==> config.mk <==
export PLATFORM = sky130hd
export DESIGN_NAME = map_crc16
export DESIGN_NICKNAME = d
export VERILOG_FILES = /design/src/rtl/map_crc16_pkg.sv /design/src/rtl/mcrc_nibble_step.sv /design/src/rtl/mcrc_datapath.sv /design/src/rtl/mcrc_control.sv /design/src/rtl/map_crc16.sv
export SDC_FILE = /design/constraint.sdc
export NUM_CORES = 1
export LEC_CHECK = 0
export ABC_AREA = 0
export BUFFER_PORTS_ARGS = -buffer_cell sky130_fd_sc_hd__buf_2
export CORE_UTILIZATION = 54
export CTS_CLUSTER_DIAMETER = 50
export DETAILED_ROUTE_END_ITERATION = 12
export MAX_ROUTING_LAYER = met4
export PLACE_DENSITY_LB_ADDON = 0.3
export SLEW_MARGIN = 20
export SYNTH_ARGS = -nofsm -noshare
export SYNTH_HDL_FRONTEND = slang
export SYNTH_HIERARCHICAL = 1
export SYNTH_SLANG_ARGS = --single-unit
export TNS_END_PERCENT = 10
==> constraint.sdc <==
create_clock -name clk -period 2.3 [get_ports clk]
set_input_delay 0.115 -clock clk [delete_from_list [all_inputs] [get_ports clk]]
set_output_delay 0.115 -clock clk [all_outputs]
set_load 0.05 [all_outputs]
==> src/rtl/map_crc16_pkg.sv <==
package map_crc16_pkg;
  localparam int CRC_W = 16;
  localparam int NIB_W = 4;
  typedef logic [CRC_W-1:0] crc_t;
  typedef logic [NIB_W-1:0] nib_t;
endpackage

==> src/rtl/mcrc_nibble_step.sv <==
module mcrc_nibble_step
  import map_crc16_pkg::*;
(
  input  crc_t cur,
  input  nib_t nib,
  output crc_t nxt
);
  nib_t fb;
  // Feedback nibble from the state's top four bits; bits above 15 never
  // reach the low half, so truncating each step equals truncating per word.
  assign fb  = cur[15:12] ^ nib;
  assign nxt = {cur[11:0], 4'b0000}
             ^ {fb, 12'h000}
             ^ {7'b0000000, fb, 5'b00000}
             ^ {12'h000, fb};
endmodule

==> src/rtl/mcrc_datapath.sv <==
module mcrc_datapath
  import map_crc16_pkg::*;
#(
  parameter int WORD_W = 32
) (
  input  logic              clk,
  input  logic              rst,
  input  logic              clear,
  input  logic              load,
  input  logic              step_en,
  input  logic [WORD_W-1:0] word,
  output crc_t              crc_q
);
  logic [WORD_W-1:0] shreg;
  crc_t              nxt;

  mcrc_nibble_step u_step (
    .cur (crc_q),
    .nib (shreg[WORD_W-1 -: NIB_W]),
    .nxt (nxt)
  );

  always_ff @(posedge clk) begin
    if (rst) begin
      crc_q <= '0;
      shreg <= '0;
    end else if (clear) begin
      crc_q <= '0;
    end else if (load) begin
      shreg <= word;
    end else if (step_en) begin
      crc_q <= nxt;
      shreg <= {shreg[WORD_W-NIB_W-1:0], {NIB_W{1'b0}}};
    end
  end

  // state cleared after a start
  a_r2_clear_on_start: assert property (@(posedge clk) disable iff (rst)
    clear |=> (crc_q == '0));
  // state does not move unless stepping or clearing
  a_r7_hold_when_idle: assert property (@(posedge clk) disable iff (rst)
    (!step_en && !clear) |=> $stable(crc_q));
endmodule

==> src/rtl/mcrc_control.sv <==
module mcrc_control #(
  parameter int NIBS  = 8,
  parameter int LEN_W = 10
) (
  input  logic             clk,
  input  logic             rst,
  input  logic             start,
  input  logic [LEN_W-1:0] len,
  input  logic             word_valid,
  output logic             load,
  output logic             step_en,
  output logic             ready,
  output logic             done
);
  localparam int CNT_W = (NIBS > 1) ? $clog2(NIBS) : 1;
  localparam logic [CNT_W-1:0] LAST_NIB = CNT_W'(NIBS - 1);

  logic             busy;
  logic             shifting;
  logic [CNT_W-1:0] nib_cnt;
  logic [LEN_W-1:0] words_left;

  assign ready   = busy && !shifting;
  assign load    = ready && word_valid && !start;
  assign step_en = shifting && !start;

  always_ff @(posedge clk) begin
    if (rst) begin
      busy       <= 1'b0;
      shifting   <= 1'b0;
      nib_cnt    <= '0;
      words_left <= '0;
      done       <= 1'b0;
    end else begin
      done <= 1'b0;
      if (start) begin
        busy       <= (len != '0);
        shifting   <= 1'b0;
        nib_cnt    <= '0;
        words_left <= len;
        done       <= (len == '0);
      end else if (load) begin
        shifting <= 1'b1;
        nib_cnt  <= '0;
      end else if (shifting) begin
        nib_cnt <= nib_cnt + 1'b1;
        if (nib_cnt == LAST_NIB) begin
          shifting   <= 1'b0;
          words_left <= words_left - 1'b1;
          if (words_left == LEN_W'(1)) begin
            busy <= 1'b0;
            done <= 1'b1;
          end
        end
      end
    end
  end

  // done is a single-cycle pulse
  a_r6_done_pulse: assert property (@(posedge clk) disable iff (rst)
    done |=> !done);
  // an accepted word drops ready
  a_r5_ready_drops: assert property (@(posedge clk) disable iff (rst)
    load |=> !ready);
  // empty run completes at once
  a_r8_zero_len: assert property (@(posedge clk) disable iff (rst)
    (start && len == '0) |=> (done && !ready));
endmodule

==> src/rtl/map_crc16.sv <==
module map_crc16
  import map_crc16_pkg::*;
#(
  parameter int WORD_W = 32,
  parameter int LEN_W  = 10
) (
  input  logic              clk,
  input  logic              rst,
  input  logic              start,
  input  logic [LEN_W-1:0]  len,
  input  logic              word_valid,
  input  logic [WORD_W-1:0] word_data,
  output logic              ready,
  output logic              done,
  output logic [15:0]       crc
);
  localparam int NIBS = WORD_W / NIB_W;

  logic load, step_en;
  crc_t crc_q;

  mcrc_control #(.NIBS(NIBS), .LEN_W(LEN_W)) u_ctl (
    .clk        (clk),
    .rst        (rst),
    .start      (start),
    .len        (len),
    .word_valid (word_valid),
    .load       (load),
    .step_en    (step_en),
    .ready      (ready),
    .done       (done)
  );

  mcrc_datapath #(.WORD_W(WORD_W)) u_dp (
    .clk     (clk),
    .rst     (rst),
    .clear   (start),
    .load    (load),
    .step_en (step_en),
    .word    (word_data),
    .crc_q   (crc_q)
  );

  assign crc = crc_q;
endmodule

==> metrics.md <==
| Metric | Value |
|---|---|
| CP delay by family, top | simple AND/OR/NAND/NOR gates |
| CTS clk-pin slew, worst paths | approximately 0.07 ns |
| CP Buf/Inv Count | 0 |
| Pwr dens | roughly 650 nW/um2 |
| Final setup fails | 0 |
| GR Util met1 | ~27% |
| CTS buffer count | 9 |
| Cells after Synth | around 300 |
| Ports | 64 |
| Switching Share | approximately 23% |
| Number of global-route vias before repair | 2217 |
| Synth Cell Area | slightly above 3000 um2 |
| Clock root buffer master | clkbuf_8 |
| Crit. End Element | flip-flop |
| Worst hold path type | input pin to flip-flop |
| Yosys warnings | 6 |
| Final hold viol count | 0 |
| Global-route wire length before repair | slightly above 10000 um |
| CTS Buffer Depth | 2 |
| PortBufs | 63 |
| Final core occ | approximately 64% |
| Worst Max-Slew Pin Slew | 0.655 ns |
| Chip Height | slightly below 80 um |
| MaxCap Viol Count | 0 |
| Layout cells sized above 1 | approximately a quarter |
| Post-DRT Antenna Nets | 0 |
| Internal power | 1.75 mW |
| Logic pwr share | under 10% |
| DR pass1 iterations | 4 |
| Starting DRT DRC Count | slightly below 90 |
| Setup WS pre-CTS | 0.0990 ns |
| Global route total overflow | 0 |
| Area fraction of the dominant cell type after synthesis | approximately two fifths |
| Post-route setup TNS | 0 ns |
| Synth area leader | dfxtp_1 |
| DIE WIDTH | 77.3 um |
| N_diodes | 0 |
| Worst VDD drop | around 0.5 mV |
| Detailed-route via count | between 2000 and 2500 |
| Outcome | completed |
| Setup CP Type | flip-flop to flip-flop |
| Initial antenna violation count | 0 |
| Crit-path cells | and2b_1, nand2_1, nor2_4, o21bai_2, and2b_2, o2bb2ai_1 |
| Flops & latches, synth | 64 |
| Total power | 2.28 mW |
| Worst-path fanout max | 28 |
| Count leader, synth | dfxtp_1 |
| Leakage | about 1.3 nW |
| Register area share after synthesis | 41.8% |
| Critical path arrival | ~2.2 ns |
| Clk_skew | ~0.011 ns |
| Post-route minimum period | approximately 2.0 ns |
| Switching pwr | around 0.53 mW |
| CTS tree | done |
| Post-synth EDFFs | 0 |
| Pin count of the biggest net entering global routing | 29 |
| DRC viols | 0 |
| Synthesized net count | between 300 and 400 |
| Yosys cell types | 40 |
| Top cells by count, synth | dfxtp_1, nand2_1, mux2i_1, o2bb2ai_1, a21oi_1 |
| DR WL/cell | 14.1 um |
| NumNets Final | 406 |
| Overall routing resource usage | 22.5% |
| Synth Flop Type | dfxtp_1 |
| CTS HTree Levels | 3 |
| Post-CTS Setup Inserts | 0 |
| Cell row count | 27 |
| CP Launch Type | flip-flop |
| Number of fill cells | between 400 and 500 |
| Met2 Resource Use GR | approximately a third |
| P&R area growth vs syn | 15.0% |
| Sequential power share | 50.0% |
| Final period utilization | between 80% and 90% |
| Clock power share | between 40% and 50% |
| Slowest stage cell, crit path | and2b_2 |
| Grt peak-use layer | met2 |
| Fmax | between 500 and 600 MHz |
| Post-Syn Area per Cell | between 10 and 15 um2 |
| CP max stage delay | 0.54 ns |
| Clock latency at the later pin of the worst-skew pair | 0.34 ns |
| Total wire length | about 6000 um |
| Clk sinks | 64 |
| Ranking of synthesized cells by area | dfxtp_1, mux2i_1, o2bb2ai_1, xor3_1, nand2_1 |
| Worst slew margin | approximately 56% |
| Starting Density | a little under three fifths |
| Die ar. | between 5000 and 6000 um2 |
| Count of final max-slew check failures | 0 |
| Async SR Flop Fraction | 0% |
| Met3 Resource Use GR | under 10% |
| RSZ-0062 raised after global routing | no |
| RePlAce Congestion | roughly 0.8 |
| Post-route setup slack | around 0.35 ns |
| Core ar. | 5470 um2 |
| HPWL after detailed placement | around 4100 um |
| CP required | roughly 2.6 ns |
| Vias/cell | 5.37 |
what timing repair did:
item	4_1_cts	5_1_grt
setup endpoints to repair	0	28
hold buffers	0	0
gates resized for setup	0	1
power groups by stage:
stage,clock (mW),combinational (mW),sequential (mW)
3_3_place_gp,0,0.161,1.17
4_1_cts,1.00,0.165,1.14
3_5_place_dp,0,0.163,1.17
5_1_grt,1.06,0.181,1.14
6_report,0.976,0.165,1.14
2_1_floorplan,0,0.111,1.16
worst min-delay path: stages:
cell and delay [ns]:
buf_2 0.08, a22oi_1 0.06, nor2_1 0.08
cells in the final DEF, fill, tap and decap left out, types with 2 or more instances in the layout:
master / synthesis / routed
a211oi_1: 7 / 7
a21oi_1: 24 / 24
a22oi_1: 4 / 4
buf_2: 6 / 63
buf_4: 6 / 3
clkbuf_8: 1 / 11
clkinv_2: 0 / 2
clkinvlp_4: 0 / 2
dfxtp_1: 64 / 64
ha_1: 4 / 4
inv_1: 2 / 2
mux2i_1: 28 / 28
nand2_1: 45 / 45
nand3_1: 4 / 4
nand3b_1: 4 / 4
nand4_1: 4 / 4
nor2_1: 17 / 16
nor2b_1: 3 / 3
nor4_1: 2 / 2
o211ai_1: 2 / 2
o2bb2ai_1: 28 / 28
xnor2_1: 2 / 2
xor2_1: 11 / 11
xor3_1: 8 / 8
state kept, by name, indices dropped and copies added (netlist names):
name,count
u_ctl/nib_cnt,3
u_ctl/words_left,10
u_ctl/shifting,1
u_ctl/done,1
u_dp/shreg,32
u_dp/crc_q,16
u_ctl/busy,1
per-layer routing:
layer | vias up | part of all wire, % | wire length [um]
met5 | - | 0 | 0
met1 | 1076 | 47 | 2870
met2 | 56 | 46 | 2830
met4 | 0 | 1.6 | 98
met3 | 12 | 5.1 | 310
li1 | 1181 | - | -
area by class of cell:
type / instances / area (um2) / area share, %
Inverter: 3 / 11.3 / 0.320
Clock inverter: 5 / 55.1 / 1.56
Sequential cell: 64 / 1280 / 36.4
Timing Repair Buffer: 66 / 338 / 9.59
Tap cell: 72 / 90.1 / 2.56
Multi-Input combinational cell: 212 / 1590 / 45.3
Clock buffer: 11 / 151 / 4.30
metrics by stage:
step	cell area [um2]	instances	hold WS, ns
after floorplan	3060	303	0.187
after global placement	3310	417	0.365
after CTS	3520	433	0.0159
after detailed placement	3310	417	0.373
final	3520	433	0.0244
after global routing	3520	433	0.0304
cell families after synthesis:
group                    Yosys count  synth area share [%]
AO/OA/AOI/OAI                     67                  16.1
XOR/XNOR                          21                  9.93
adder cells (fa/ha/maj)            4                  1.63
buffers and inverters             27                  6.41
flip-flops                        64                  41.8
multiplexers                      29                  9.52
AND/OR/NAND/NOR                   91                  14.6
worst paths after layout:
check                           slack (ns)                        from  depth (start not counted)                     endpoint
worst max-delay path                  0.35   u_ctl/shifting$_SDFF_PP0_                          6  u_dp/shreg[19]$_SDFFE_PP0P_
worst min-delay path                  0.02                word_data[3]                          3   u_dp/shreg[3]$_SDFFE_PP0P_
worst max register to register        0.35   u_ctl/shifting$_SDFF_PP0_                          6  u_dp/shreg[19]$_SDFFE_PP0P_
worst min register to register        0.45  u_dp/crc_q[6]$_SDFFE_PP0P_                          2  u_dp/crc_q[10]$_SDFFE_PP0P_
Power figures use the tool's default switching activity.
